$ cat src/rtl/memoBusPkg.sv
package memoBusPkg;
  // Strobes passed from the bus driver to the comparator array.
  typedef struct packed {
    logic bcast;       // a tag is on the bus this cycle
    logic driveUpper;  // high wires carry a fresh value this cycle
    logic upperKnown;  // busUpper holds a meaningful value after this cycle
  } busStrobeT;
endpackage

$ cat src/rtl/memoBusCtrl.sv
module memoBusCtrl
  import memoBusPkg::*;
#(
  parameter int TAG_W = 7,
  parameter int LOW_W = 4,
  localparam int UP_W = TAG_W - LOW_W
) (
  input  logic             clk,
  input  logic             rstN,
  input  logic             bcastValid,
  input  logic [TAG_W-1:0] bcastTag,
  output busStrobeT        strobe,
  output logic [LOW_W-1:0] busLower,
  output logic [UP_W-1:0]  busUpper
);
  logic            memoValid;
  logic [UP_W-1:0] memoUpper;
  logic [UP_W-1:0] tagUpper;

  assign tagUpper = bcastTag[TAG_W-1:LOW_W];

  always_comb begin
    strobe.bcast      = bcastValid;
    strobe.driveUpper = bcastValid && (!memoValid || (tagUpper != memoUpper));
    strobe.upperKnown = memoValid || strobe.driveUpper;
  end

  assign busLower = bcastTag[LOW_W-1:0];
  assign busUpper = strobe.driveUpper ? tagUpper : memoUpper;

  always_ff @(posedge clk) begin
    if (!rstN) begin
      memoValid <= 1'b0;
      memoUpper <= '0;
    end else if (strobe.driveUpper) begin
      memoValid <= 1'b1;
      memoUpper <= tagUpper;
    end
  end
endmodule

$ cat src/rtl/memoBusRecv.sv
module memoBusRecv
  import memoBusPkg::*;
#(
  parameter int TAG_W   = 7,
  parameter int LOW_W   = 4,
  parameter int NUM_ENT = 4,
  localparam int UP_W  = TAG_W - LOW_W,
  localparam int IDX_W = (NUM_ENT > 1) ? $clog2(NUM_ENT) : 1
) (
  input  logic               clk,
  input  logic               rstN,
  input  busStrobeT          strobe,
  input  logic [LOW_W-1:0]   busLower,
  input  logic [UP_W-1:0]    busUpper,
  input  logic               wrEn,
  input  logic [IDX_W-1:0]   wrIdx,
  input  logic [TAG_W-1:0]   wrTag,
  output logic [NUM_ENT-1:0] matchVec
);
  logic wrUpperHit;
  // busUpper already shows the value the bus remembers after this cycle
  assign wrUpperHit = strobe.upperKnown && (wrTag[TAG_W-1:LOW_W] == busUpper);

  for (genvar i = 0; i < NUM_ENT; i++) begin : gEnt
    logic [TAG_W-1:0] srcTag;
    logic             upHit;
    logic             lowerEq;
    logic             upperEq;
    logic             upSel;
    logic             wrThis;

    assign wrThis  = wrEn && (wrIdx == IDX_W'(i));
    assign lowerEq = (busLower == srcTag[LOW_W-1:0]);
    assign upperEq = (busUpper == srcTag[TAG_W-1:LOW_W]);
    assign upSel   = strobe.driveUpper ? upperEq : upHit;
    assign matchVec[i] = strobe.bcast && lowerEq && upSel;

    always_ff @(posedge clk) begin
      if (!rstN) begin
        srcTag <= '0;
        upHit  <= 1'b0;
      end else if (wrThis) begin
        srcTag <= wrTag;
        upHit  <= wrUpperHit;
      end else if (strobe.driveUpper) begin
        upHit  <= upperEq;
      end
    end
  end
endmodule

$ cat src/rtl/memoTagBus.sv
module memoTagBus
  import memoBusPkg::*;
#(
  parameter int TAG_W   = 7,
  parameter int LOW_W   = 4,
  parameter int NUM_ENT = 4,
  localparam int UP_W  = TAG_W - LOW_W,
  localparam int IDX_W = (NUM_ENT > 1) ? $clog2(NUM_ENT) : 1
) (
  input  logic               clk,
  input  logic               rstN,
  input  logic               bcastValid,
  input  logic [TAG_W-1:0]   bcastTag,
  input  logic               wrEn,
  input  logic [IDX_W-1:0]   wrIdx,
  input  logic [TAG_W-1:0]   wrTag,
  output logic [LOW_W-1:0]   busLower,
  output logic [UP_W-1:0]    busUpper,
  output logic               driveUpper,
  output logic [NUM_ENT-1:0] matchVec
);
  busStrobeT strobe;

  memoBusCtrl #(.TAG_W(TAG_W), .LOW_W(LOW_W)) uCtrl (
    .clk(clk), .rstN(rstN), .bcastValid(bcastValid), .bcastTag(bcastTag),
    .strobe(strobe), .busLower(busLower), .busUpper(busUpper)
  );

  memoBusRecv #(.TAG_W(TAG_W), .LOW_W(LOW_W), .NUM_ENT(NUM_ENT)) uRecv (
    .clk(clk), .rstN(rstN), .strobe(strobe), .busLower(busLower),
    .busUpper(busUpper), .wrEn(wrEn), .wrIdx(wrIdx), .wrTag(wrTag),
    .matchVec(matchVec)
  );

  assign driveUpper = strobe.driveUpper;
endmodule

$ cat config.mk
export PLATFORM = sky130hd
export DESIGN_NAME = memoTagBus
export DESIGN_NICKNAME = d
export VERILOG_FILES = /design/src/rtl/memoBusPkg.sv /design/src/rtl/memoBusCtrl.sv /design/src/rtl/memoBusRecv.sv /design/src/rtl/memoTagBus.sv
export SDC_FILE = /design/constraint.sdc
export NUM_CORES = 1
export LEC_CHECK = 0
export BUFFER_PORTS_ARGS = -buffer_cell sky130_fd_sc_hd__buf_4
export CAP_MARGIN = 0
export CORE_MARGIN = 3
export CORE_UTILIZATION = 40
export CTS_BUF_LIST = sky130_fd_sc_hd__clkbuf_8 sky130_fd_sc_hd__clkbuf_16
export DETAILED_ROUTE_END_ITERATION = 8
export PLACE_DENSITY = 0.64
export SLEW_MARGIN = 20
export SYNTH_ARGS = -nofsm -noshare
export SYNTH_HDL_FRONTEND = slang
export SYNTH_HIERARCHICAL = 1
export SYNTH_SLANG_ARGS = --single-unit
$ cat constraint.sdc
create_clock -name clk -period 2.8 [get_ports clk]
set_input_delay 0.28 -clock clk [delete_from_list [all_inputs] [get_ports clk]]
set_output_delay 0.28 -clock clk [all_outputs]
set_load 0.1 [all_outputs]
==> metrics.md <==
| Metric | Value |
|---|---|
| Status | `completed` |
| Ratio of cells with drive above 1 in the final layout | `23.39%` |
| Critical path arrival | `1980 ps` |
| Setup_tns | `0 ps` |
| Routed WL per cell | `14.76 um` |
| Setup Buffers After CTS | `0` |
| FF+latch count, synth | `36` |
| Hold Path Origin | `wrTag[2]` |
| Async SR Flop Fraction | `0%` |
| Die X | `75.20 um` |
| Number of synthesized flops with an enable pin | `0` |
| Setup Viol. Count Final | `0` |
| Mapped Avg Cell Area | `9.675 sq um` |
| Fin crit share | `80.81%` |
| Worst ir drop on vdd | `0.0002330 V` |
| Worst setup SP type | `flip-flop` |
| Routability Congestion | `0.8403` |
| Clock latency on the worst-skew pair | `290 ps` |
| Diodes inserted | `0` |
| Reg2reg start | `uCtrl/memoUpper[2]` |
| Antenna violations before repair | `0` |
| Worst-margin pin slew | `662.2 ps` |
| Maxcap violations | `0` |
| P per Cell Area | `559.3 mW/mm^2` |
| Maximum clock rate | `442.0 MHz` |
| CTS tree | `yes` |
| Largest net degree at the start of global routing | `38` |
| Synthesis-to-finish area growth | `17.70%` |
| Req. time, crit path | `2520 ps` |
| Core Area | `0.004474 sq mm` |
| Worst setup path class | `flip-flop to primary output` |
| Clock tree buffer depth | `2` |
| Gr usage total | `15.06%` |
| Post-route non-filler standard cell count | `270` |
| Vias in the first global route | `1233` |
| Most frequent cells in the layout | `dfxtp_1, buf_4, xnor2_1` |
| Setup crit end kind | `primary output` |
| Port bufs | `31` |
| Most common library cell in the layout ignoring fill and taps | `dfxtp_1` |
| Largest fanout on the critical path | `9` |
| Post-route cell area | `0.002255 sq mm` |
| Row cnt | `24` |
| DRT Pass-1 Iters | `4` |
| Antenna viol nets, final | `0` |
| Max Slew Vio Count | `0` |
| DRT iter0 DRCs | `94` |
| Crit-path slowest cell | `a41oi_4` |
| Min Tclk post-route | `2263 ps` |
| IO Pins | `32` |
| Worst hold endpoint | `uRecv/gEnt[3].srcTag[2]` |
| Vias | `1332` |
| Leakage Power | `0.0009408 uW` |
| Initial Utilization | `42.81%` |
| H-tree levels | `2` |
| Post-synthesis sequential area ratio | `37.62%` |
| Worst Hold Depth | `3` |
| Hold Fails Final Rpt | `0` |
| Syn Nets | `218` |
| Min Hold Slack | `251.5 ps` |
| First-pass GRT wire length | `6141 um` |
| Post_cts resized | `0` |
| R2R depth | `4` |
| DRT Wirelength | `3985 um` |
| Worst path bufs/invs | `1` |
| Synth cell types | `28` |
| Post-synth top flop | `dfxtp_1` |
| CP delay by family, top | `compound AO/OA/AOI/OAI gates` |
| Critical Path Max Stage Delay | `380 ps` |
| Total grt overflow | `0` |
| FF-to-FF setup slack | `1180 ps` |
| Ys Warns | `6` |
| Vias per cell | `4.933` |
| Hold buffer count at CTS | `0` |
| Placement Cell Area | `0.002143 sq mm` |
| Layout net count | `237` |
| Worst hold path type | `primary input to flip-flop` |
| DP Wirelength | `2845 um` |
| Post-route DRC | `0` |
| Clock buffer count from CTS | `5` |
| Clk pin slew, worst setup/hold paths | `80 ps` |
| Clk_skew | `5.583 ps` |
| # clock sinks | `36` |
| CP Cell Sequence | `xnor2_1, a41oi_4, a41oi_1, nor3_4, buf_4` |
| R2r endpoint | `uRecv/gEnt[3].upHit` |
| Clock Tree Root | `clkbuf_8` |
| DP Cell Count | `262` |
| DIE AREA | `0.005655 sq mm` |
| Mapped Cells | `198` |
| Die H | `75.20 um` |
| RSZ-0062 raised after global routing | `false` |
| Mapped cell area | `0.001916 sq mm` |
| Max transition margin | `55.72%` |
| Final Core Density | `50.39%` |
-- cell type report --
cell class	instances	area, sq um
well taps	52	65.06
inverters	1	3.754
clock inverters	3	42.54
fillers	428	2220
repair buffers	31	232.7
multi-input cells	142	1121
clock buffers	5	68.82
flip-flops and latches	36	720.7
-- per-layer routing --
layer,track usage [%],wire [um],part of all wire [%],vias up
li1,-,-,-,686
met5,0,0,0,-
met4,6.990,68,1.7,0
met1,19.16,1935,49,618
met2,24.08,1863,47,22
met3,3.605,118,3.0,6
-- worst reg2reg max path, stage by stage, from the launching register on --
cell	delay, ps
dfxtp_1	320
mux2_4	330
xor2_1	160
or4_4	570
o22ai_1	170
-- registers in the layout, indices dropped and copies added, names as in the netlist --
| name | cells |
|---|---|
| uRecv/gEnt.srcTag | 28 |
| uRecv/gEnt.upHit | 4 |
| uCtrl/memoUpper | 3 |
| uCtrl/memoValid | 1 |
-- how the worst max path moves through the flow --
stage / start / to / slack [ps] / cells past startpoint
after floorplan: uCtrl/memoUpper[2] / matchVec[1] / 20 / 4
after global placement: bcastValid / matchVec[0] / 710 / 6
after detailed placement: bcastValid / matchVec[0] / 720 / 6
after CTS: uCtrl/memoUpper[0] / matchVec[1] / 530 / 5
after global routing: uCtrl/memoUpper[0] / matchVec[1] / 430 / 5
final: uCtrl/memoUpper[0] / matchVec[1] / 540 / 5
-- power by group --
group          internal [uW]  switching [uW]
Combinational           99.7             157
Clock                    263             195
Sequential               533            12.7
-- Yosys cell counts, drive strengths merged (2+ instances only) --
cell type,instances,area share [%]
buf,11,5.0
o22ai,4,1.3
clkbuf,7,1.4
xnor2,31,14
mux2,3,2.4
xor2,3,1.4
nand3,5,1.6
nand2,23,4.6
and2,4,1.3
nor3,4,1.0
mux2i,21,11
a41oi,5,2.7
dfxtp,36,38
a21boi,7,2.7
nor2b,25,8.2
nand3b,2,0.78
-- cell families (layout without fill, tap and decap cells) --
kind of cell,Yosys count,count (layout),share of synthesized area [%]
and+or+nand+nor,68,68,19.60
DFF,36,36,37.62
xor gates and xnor gates,34,34,15.55
muxes,24,24,13.32
buffers and inverters,20,40,7.184
AOI/OAI and AO/OA,16,16,6.727
-- through the flow --
| stage | total power, uW | worst slack (ps) |
|---|---|---|
| 6_report | 1261 | 537.4 |
| 5_1_grt | 1322 | 426.7 |
| 4_1_cts | 1280 | 529.5 |
| 3_5_place_dp | 815.8 | 722.9 |
| 3_3_place_gp | 816.2 | 712.7 |
| 2_1_floorplan | 763.3 | 17.35 |
Power figures use the tool's default switching activity.
